===== config.mk =====
export PLATFORM = sky130hd
export DESIGN_NAME = sys_ctl_regs
export DESIGN_NICKNAME = d
export VERILOG_FILES = /design/src/rtl/ctlreg_pkg.sv /design/src/rtl/ctl_word.sv /design/src/rtl/addr_regs.sv /design/src/rtl/event_logic.sv /design/src/rtl/sys_ctl_regs.sv
export SDC_FILE = /design/constraint.sdc
export NUM_CORES = 1
export LEC_CHECK = 0
export ABC_AREA = 1
export ABC_CLOCK_PERIOD_IN_PS = 1300
export BUFFER_PORTS_ARGS = -buffer_cell sky130_fd_sc_hd__buf_2
export CAP_MARGIN = 20
export CORE_ASPECT_RATIO = 0.9
export CORE_MARGIN = 8
export CORE_UTILIZATION = 45
export DETAILED_ROUTE_END_ITERATION = 6
export GPL_TIMING_DRIVEN = 0
export PLACE_DENSITY = 0.77
export SLEW_MARGIN = 40
export SYNTH_ARGS = -nofsm -noshare
export SYNTH_HDL_FRONTEND = slang
export SYNTH_SLANG_ARGS = --single-unit

===== constraint.sdc =====
create_clock -name clk -period 1.3 [get_ports clk]
set_input_delay 0.26 -clock clk [delete_from_list [all_inputs] [get_ports clk]]
set_output_delay 0.26 -clock clk [all_outputs]
set_load 0.005 [all_outputs]

===== src/rtl/ctlreg_pkg.sv =====
package ctlreg_pkg;
  localparam int unsigned WORD_W   = 32;
  localparam int unsigned STAT_W   = 16;
  localparam int unsigned PG_SHIFT = 12;
  localparam int unsigned IDX_W    = 2;

  localparam int unsigned BIT_PE = 0;
  localparam int unsigned BIT_MP = 1;
  localparam int unsigned BIT_EM = 2;
  localparam int unsigned BIT_TS = 3;
  localparam int unsigned BIT_PG = WORD_W - 1;

  localparam logic [WORD_W-1:0] CW_DEFINED =
    (WORD_W'(1) << BIT_PG) | (WORD_W'(1) << BIT_TS) |
    (WORD_W'(1) << BIT_EM) | (WORD_W'(1) << BIT_MP) |
    (WORD_W'(1) << BIT_PE);

  typedef enum logic [IDX_W-1:0] {
    IDX_CTRL  = 2'd0,
    IDX_RSVD  = 2'd1,
    IDX_FADDR = 2'd2,
    IDX_DBASE = 2'd3
  } reg_sel_e;

  typedef struct packed {
    logic pg;
    logic ts;
    logic em;
    logic mp;
    logic pe;
  } cw_flags_t;
endpackage


===== src/rtl/ctl_word.sv =====
module ctl_word
  import ctlreg_pkg::*;
#(
  parameter int unsigned W  = WORD_W,
  parameter int unsigned SW = STAT_W
) (
  input  logic          clk,
  input  logic          rst_n,
  input  logic          full_wr,
  input  logic [W-1:0]  full_data,
  input  logic          stat_wr,
  input  logic [SW-1:0] stat_data,
  input  logic          ts_set,
  output logic [W-1:0]  cw,
  output cw_flags_t     flags
);
  localparam logic [W-1:0] MASK = W'(CW_DEFINED);

  logic [W-1:0] cw_q, cw_d;
  logic         cw_en;

  always_comb begin
    cw_d = cw_q;
    if (full_wr) begin
      cw_d = full_data & MASK;
    end else if (stat_wr) begin
      cw_d = {cw_q[W-1:SW], stat_data} & MASK;
    end
    if (ts_set) begin
      cw_d[BIT_TS] = 1'b1;
    end
  end

  assign cw_en = full_wr | stat_wr | ts_set;

  always_ff @(posedge clk or negedge rst_n) begin
    if (!rst_n) begin
      cw_q <= '0;
    end else if (cw_en) begin
      cw_q <= cw_d;
    end
  end

  assign cw       = cw_q;
  assign flags.pg = cw_q[W-1];
  assign flags.ts = cw_q[BIT_TS];
  assign flags.em = cw_q[BIT_EM];
  assign flags.mp = cw_q[BIT_MP];
  assign flags.pe = cw_q[BIT_PE];

  assert_ts_hw_R4: assert property (@(posedge clk) disable iff (!rst_n)
    ts_set |=> cw_q[BIT_TS]);

  assert_stat_upper_kept_R3: assert property (@(posedge clk) disable iff (!rst_n)
    (stat_wr && !full_wr) |=> cw_q[W-1:SW] == $past(cw_q[W-1:SW]));

  assert_idle_hold_R2: assert property (@(posedge clk) disable iff (!rst_n)
    (!full_wr && !stat_wr && !ts_set) |=> $stable(cw_q));
endmodule


===== src/rtl/addr_regs.sv =====
module addr_regs
  import ctlreg_pkg::*;
#(
  parameter int unsigned W  = WORD_W,
  parameter int unsigned PS = PG_SHIFT
) (
  input  logic         clk,
  input  logic         rst_n,
  input  logic         fa_wr,
  input  logic         db_wr,
  input  logic [W-1:0] wdata,
  input  logic         pf_evt,
  input  logic [W-1:0] pf_addr,
  output logic [W-1:0] fault_addr,
  output logic [W-1:0] dir_base
);
  logic [W-1:0]    fa_q, fa_d;
  logic            fa_en;
  logic [W-PS-1:0] db_q, db_d;
  logic            db_en;

  always_comb begin
    fa_en = pf_evt | fa_wr;
    fa_d  = pf_evt ? pf_addr : wdata;
    db_en = db_wr;
    db_d  = wdata[W-1:PS];
  end

  always_ff @(posedge clk or negedge rst_n) begin
    if (!rst_n) begin
      fa_q <= '0;
    end else if (fa_en) begin
      fa_q <= fa_d;
    end
  end

  always_ff @(posedge clk or negedge rst_n) begin
    if (!rst_n) begin
      db_q <= '0;
    end else if (db_en) begin
      db_q <= db_d;
    end
  end

  assign fault_addr = fa_q;
  assign dir_base   = {db_q, {PS{1'b0}}};

  assert_pf_capture_R7: assert property (@(posedge clk) disable iff (!rst_n)
    pf_evt |=> fa_q == $past(pf_addr));

  assert_base_upper_R8: assert property (@(posedge clk) disable iff (!rst_n)
    db_wr |=> dir_base[W-1:PS] == $past(wdata[W-1:PS]));
endmodule


===== src/rtl/event_logic.sv =====
module event_logic
  import ctlreg_pkg::*;
(
  input  logic      clk,
  input  logic      rst_n,
  input  cw_flags_t flags,
  input  logic      copro_op,
  input  logic      wait_op,
  input  logic      task_sw,
  input  logic      base_wr,
  output logic      xcpt7,
  output logic      flush
);
  logic x7_q, x7_d;
  logic fl_q, fl_d;
  logic ev_en;

  always_comb begin
    x7_d  = (copro_op & flags.em) | (wait_op & flags.mp & flags.ts);
    fl_d  = task_sw | base_wr;
    ev_en = 1'b1;
  end

  always_ff @(posedge clk or negedge rst_n) begin
    if (!rst_n) begin
      x7_q <= 1'b0;
      fl_q <= 1'b0;
    end else if (ev_en) begin
      x7_q <= x7_d;
      fl_q <= fl_d;
    end
  end

  assign xcpt7 = x7_q;
  assign flush = fl_q;

  assert_em_fault_R5: assert property (@(posedge clk) disable iff (!rst_n)
    (copro_op && flags.em) |=> xcpt7);

  assert_wait_quiet_R6: assert property (@(posedge clk) disable iff (!rst_n)
    (wait_op && !copro_op && !(flags.mp && flags.ts)) |=> !xcpt7);

  assert_flush_ts_R9: assert property (@(posedge clk) disable iff (!rst_n)
    task_sw |=> flush);

  assert_no_spurious_x7_R5: assert property (@(posedge clk) disable iff (!rst_n)
    (!copro_op && !wait_op) |=> !xcpt7);
endmodule


===== src/rtl/sys_ctl_regs.sv =====
module sys_ctl_regs
  import ctlreg_pkg::*;
(
  input  logic              clk,
  input  logic              rst_n,
  input  logic [IDX_W-1:0]  reg_idx,
  input  logic              mov_wr,
  input  logic [WORD_W-1:0] mov_wdata,
  output logic [WORD_W-1:0] mov_rdata,
  input  logic              sw_wr,
  input  logic [STAT_W-1:0] sw_wdata,
  output logic [STAT_W-1:0] sw_out,
  input  logic              task_sw,
  input  logic              pf_evt,
  input  logic [WORD_W-1:0] pf_addr,
  input  logic              copro_op,
  input  logic              wait_op,
  output logic              prot_en,
  output logic              page_en,
  output logic              flush_xlat,
  output logic              xcpt7_req
);
  reg_sel_e          sel;
  logic              wr_ctrl, wr_fa, wr_db;
  logic [WORD_W-1:0] cw, fa, db;
  cw_flags_t         flags;

  always_comb begin
    sel     = reg_sel_e'(reg_idx);
    wr_ctrl = mov_wr && (sel == IDX_CTRL);
    wr_fa   = mov_wr && (sel == IDX_FADDR);
    wr_db   = mov_wr && (sel == IDX_DBASE);
  end

  ctl_word #(.W(WORD_W), .SW(STAT_W)) u_cw (
    .clk       (clk),
    .rst_n     (rst_n),
    .full_wr   (wr_ctrl),
    .full_data (mov_wdata),
    .stat_wr   (sw_wr),
    .stat_data (sw_wdata),
    .ts_set    (task_sw),
    .cw        (cw),
    .flags     (flags)
  );

  addr_regs #(.W(WORD_W), .PS(PG_SHIFT)) u_ar (
    .clk        (clk),
    .rst_n      (rst_n),
    .fa_wr      (wr_fa),
    .db_wr      (wr_db),
    .wdata      (mov_wdata),
    .pf_evt     (pf_evt),
    .pf_addr    (pf_addr),
    .fault_addr (fa),
    .dir_base   (db)
  );

  event_logic u_ev (
    .clk      (clk),
    .rst_n    (rst_n),
    .flags    (flags),
    .copro_op (copro_op),
    .wait_op  (wait_op),
    .task_sw  (task_sw),
    .base_wr  (wr_db),
    .xcpt7    (xcpt7_req),
    .flush    (flush_xlat)
  );

  always_comb begin
    unique case (sel)
      IDX_CTRL:  mov_rdata = cw;
      IDX_FADDR: mov_rdata = fa;
      IDX_DBASE: mov_rdata = db;
      default:   mov_rdata = '0;
    endcase
  end

  assign sw_out  = cw[STAT_W-1:0];
  assign prot_en = flags.pe;
  assign page_en = flags.pg;

  assert_rsvd_read_R10: assert property (@(posedge clk) disable iff (!rst_n)
    (sel == IDX_RSVD) |-> mov_rdata == '0);

  assert_flush_base_R9: assert property (@(posedge clk) disable iff (!rst_n)
    wr_db |=> flush_xlat);

  assert_rsvd_wr_R10: assert property (@(posedge clk) disable iff (!rst_n)
    (mov_wr && sel == IDX_RSVD && !sw_wr && !task_sw && !pf_evt) |=>
      ($stable(cw) && $stable(fa) && $stable(db)));
endmodule


# Yosys cells after proc, flatten, opt, wreduce, memory -nomap -nowiden
# Cells that the tools add are included.
[word_totals]
ff_bits = 86
inputBits = 90
output_inout_bits = 52
word_cells = 31
[op_classes]
eq_ne = 2
mux = 5
n_bitwise = 8
n_reduce_logical = 9
[op_table]
columns = ["operator", "n"]
rows = [
  ["one-hot mux 32 bit (3 select lines)", 1],
  ["two-way mux 32 bit", 2],
  ["two-way mux 31 bit", 1],
  ["AND reduction 2 bit", 3],
  ["OR 1 bit", 5],
  ["== test 2 bit (second input constant)", 2],
  ["AND 1 bit", 3],
  ["logical AND 1 bit", 3],
  ["nonzero test 3 bit", 1],
  ["zero test 2 bit", 1],
  ["nonzero test 2 bit", 1],
  ["two-way mux 1 bit", 1],
]

# Depth between registers and ports, before layout
[depth]
ltp_word = 5
depth_mapped = 7
ltp_nobuf = 6

# By module
# A second synthesis with hierarchy kept.
[unflattened]
cells_unflattened = 492
hier_area_um2 = 3738.6
[by_module_without_submodules]
columns = ["module", "instances", "cells_per_inst", "area_per_inst_um2"]
rows = [
  ["addr_regs", 1, 273, 2371.0],
  ["sys_ctl_regs", 1, 154, 839.6],
  ["ctl_word", 1, 59, 459.2],
  ["event_logic", 1, 6, 68.8],
]

# Worst setup path before layout
# OpenSTA, ideal clock, no wires.
[synth_path]
kind = "input -> output"
start = "input port reg_idx[1]"
end = "output port mov_rdata[12]"
arrival_ns = 0.858
required_time_ns = 1.040
slack_ns = 0.182
cell_stages = 5
n_path_buf = 1
path_cell_list = "inv_2 -> nor2_4 -> clkbuf_1 -> nand2_1 -> nand2_1"
[synth_between]
elab_chain_cells = 2
word_cells_on_any_way = 4
classes_between = "eq/ne (2); mux (1); reduce/logical (1)"
[synth_lines]
columns = ["element", "line", "rtl"]
rows = [
  ["start, declared", "sys_ctl_regs.sv:6", "input logic [IDX_W-1:0] reg_idx,"],
  ["== test 2 bit or zero test 2 bit (tied branches)", "sys_ctl_regs.sv:72", "unique case (sel)"],
  ["one-hot mux 32 bit (3 select lines) (*)", "sys_ctl_regs.sv:72", ""],
  ["end, declared", "sys_ctl_regs.sv:9", "output logic [WORD_W-1:0] mov_rdata,"],
]
# Mark *: on every way between the ends. The rest lies on a longest branch, timed or not.

# Worst setup path in the final report
[layout_path]
start = "register u_cw.cw_q[0] (netlist: u_cw.cw[0])"
end = "output port mov_rdata[0]"
[layout_between]
elab_chain_cells = 1
[layout_lines]
columns = ["element", "line", "rtl"]
rows = [
  ["start, declared", "ctl_word.sv:19", "logic [W-1:0] cw_q, cw_d;"],
  ["start signal, assigned", "ctl_word.sv:40", "cw_q <= cw_d;"],
  ["one-hot mux 32 bit (3 select lines)", "sys_ctl_regs.sv:72", ""],
]
# No other way between the ends.

==> out/results.tsv <==
stage	metric	value	unit
sta	fmax	751	MHz
setup_path	r2r_end	u_ar.fault_addr[3]$_DFFE_PN0P_	
setup_path	path_depth	2	
pwr	p_seq_frac	0.405	
synth	synth_area	3180	sq um
clock_tree	h-tree-depth	3	
placement	place_hpwl	7150	microns
setup_path	crit_start	u_cw.cw[0]$_DFFE_PN0P_	
clock_tree	cts_tree	done	
die	rows	29	
setup_path	worstSetupEndpoint	mov_rdata[0]	
sta	period_share	1.02	
sta	fin_hold_ws	142	ps
sta	final_max_slew_viol_count	0	
die	boundaryPins	142	
setup_path	crit_slowest_cell	dfrtp_1	
clock_tree	clockRootBuffer	clkbuf_8	
worst_hold_path	holdCritStartpoint	copro_op	
die	chipWidth	105	microns
status	violations	negative setup slack	
status	status	complete, but fails checks	
synth	avgSynthCellArea	7.05	sq um
layout	final_common_cell	nand2_1	
sta	hold_violations	0	
job	cap_viol_max_count	0	
die	dieArea	10000	sq um
layout	utilization	0.628	
clock_tree	clkSinkCount	59	
global_route	antenna_found_initial	0	
clock_tree	clock_latency	330	ps
die	die_h	95.8	microns
pwr	leakage	2.59	nW
sta	tightestPinTransition	554	ps
synth	synth_cell_types	19	
setup_path	worstSetupPathType	flip-flop to output port	
drt	num_vias	3379	
layout	synthToLayoutAreaGrowth	37.5	%
clock_tree	numCtsBuffers	9	
sta	fin_crit	1330	ps
setup_path	r2r-start	u_ar.fault_addr[3]$_DFFE_PN0P_	
placement	placed_cells	671	
layout	drive_above_1_share	0.308	
sta	setup_tns	-32.5	ps
synth	yosysSeqAreaShare	0.464	
setup_path	cp_max_fo	4	
clock_tree	clk_pin_slew	70	ps
setup_path	max_stage_delay	410	ps
synth	synth-seq-cells	59	
setup_path	crit_chain	a22o_1, buf_2	
global_route	grt_pass1_wl	16100	microns
setup_path	worst_ep_required_time	1040	ps
setup_path	critical_path.top_delay_family	flip-flops	
pwr	p_per_area	1240	nW/um^2
global_route	grtUsageTotal	0.198	
sta	rsz0062_at_grt	true	
layout	fin_cells	697	
synth	synth-warning-count	0	
layout	finalInstanceArea	4380	sq um
setup_path	crit_path_start_kind	flip-flop	
pwr	combPwrFrac	0.187	
drt	via_per_inst	4.85	
sta	fin_skew	1.72	ps
drt	routed_wl	10100	microns
drt	firstDrtPassIters	4	
pwr	vdd_drop_max	0.000723	V
die	start_util	0.457	
placement	port_buffers	116	
global_route	grt_overflow	0	
placement	post_dp_cell_area	3920	sq um
setup_path	reg2reg_slack	520	ps
worst_hold_path	hold_class	input port to flip-flop	
sta	fin_ws	-32.1	ps
drt	first_iter_violations	137	
drt	ant_nets	0	
die	fp.coreArea	6970	sq um
placement	gp_congestion	0.862	
pwr	sw_frac_of_total	0.265	
global_route	grt_max_degree	60	
sta	relSlewSlack	0.631	
layout	layout_common_cells	nand2_1, buf_2, dfrtp_1, nand3_1, inv_1	
layout	antennaDiodeCount	0	
synth	postSynthCellCount	451	
layout	final_nets	689	
pwr	pwr-share-clk	0.409	
setup_path	critPathBufInv	1	
pwr	power_switching	1.44	mW
pwr	design_power_total	5.44	mW
layout	fillers	638	
setup_path	cp-end-kind	output port	
global_route	grt_pass1_vias	3392	
drt	drc	0	
clock_tree	cts.path.max_buffers	2	
sta	setup_viol	2	
setup_path	reg2reg_depth	3	
placement	place_ws	-341	ps
drt	wl_per_cell	14.5	microns
pwr	p_int	4.00	mW
setup_path	worstPathArrival	1070	ps
-- final cells by class --
type,instances,area [sq um],area share
tap,93,116,0.0266
clock inverter,7,140,0.0320
buffer,38,264,0.0603
inverter,36,143,0.0326
timing repair buffer,126,714,0.163
multi-input combinational,329,1400,0.319
clock buffer,9,124,0.0283
sequential,59,1480,0.337
-- worst min-delay path, delay by kind of cell --
family / cells / cell delay, ps
buffers and inverters: 1 / 80
AND/OR/NAND/NOR: 2 / 100
-- synthesized netlist by cell type (all sizes together) --
cell | number | area (sq um)
nand2 | 216 | 821
dfrtp | 59 | 1480
nand3 | 46 | 230
o21ai | 42 | 210
inv | 36 | 135
buf | 32 | 209
nor2 | 10 | 47.6
clkbuf | 6 | 22.5
a22o | 3 | 26.3
conb | 1 | 3.75
-- sequential cells by signal (all words and copies together), names as in the netlist --
register and count:
u_ev.xcpt7 1, u_ev.flush 1, u_ar.fault_addr 32, u_cw.cw 5, u_ar.db_q 20
-- routing by layer --
layer  wire [microns]  GRT usage  vias up  part of all wire
li1                 -          -     1672                 -
met1             4290      0.246     1537              0.43
met2             4760      0.326      161              0.47
met3              924     0.0576        9             0.092
met4              101     0.0747        0             0.010
met5                0          0        -                 0
-- kinds of logic (layout without fill, tap and decap cells) --
family,count (synthesis),in the layout,share of synthesized area
and+or+nand+nor,272,272,0.345
buffers and inverters,74,216,0.115
DFF,59,59,0.464
AOI/OAI and AO/OA,45,45,0.0743
other,1,12,0.00118
-- power groups by stage --
stage	clock network, mW	logic (mW)	registers [mW]
2_1_floorplan	0	0.534	2.21
3_3_place_gp	0	0.906	2.22
3_5_place_dp	0	0.928	2.24
4_1_cts	2.24	0.973	2.20
5_1_grt	2.32	1.15	2.23
6_report	2.22	1.02	2.20
-- what timing repair did --
item | in CTS | in global routing
pin swaps | 4 | 4
gates cloned | 0 | 1
buffers inserted | 6 | 2
hold endpoints to repair | 0 | 59
gates resized for setup | 9 | 16
setup endpoints to repair | 23 | 28
hold buffers | 0 | 1
-- worst min-delay path by stage --
stage	cells after the start	to	slack, ps
3_3_place_gp	2	u_ar.db_q[6]$_DFFE_PN0P_	470
2_1_floorplan	0	u_ar.db_q[0]$_DFFE_PN0P_	-40
5_1_grt	3	u_ev.flush$_DFF_PN0_	160
3_5_place_dp	1	u_ar.db_q[12]$_DFFE_PN0P_	380
4_1_cts	1	u_ar.db_q[10]$_DFFE_PN0P_	20
6_report	3	u_ev.xcpt7$_DFF_PN0_	140
Note: power is estimated with default switching activity, not from simulation.
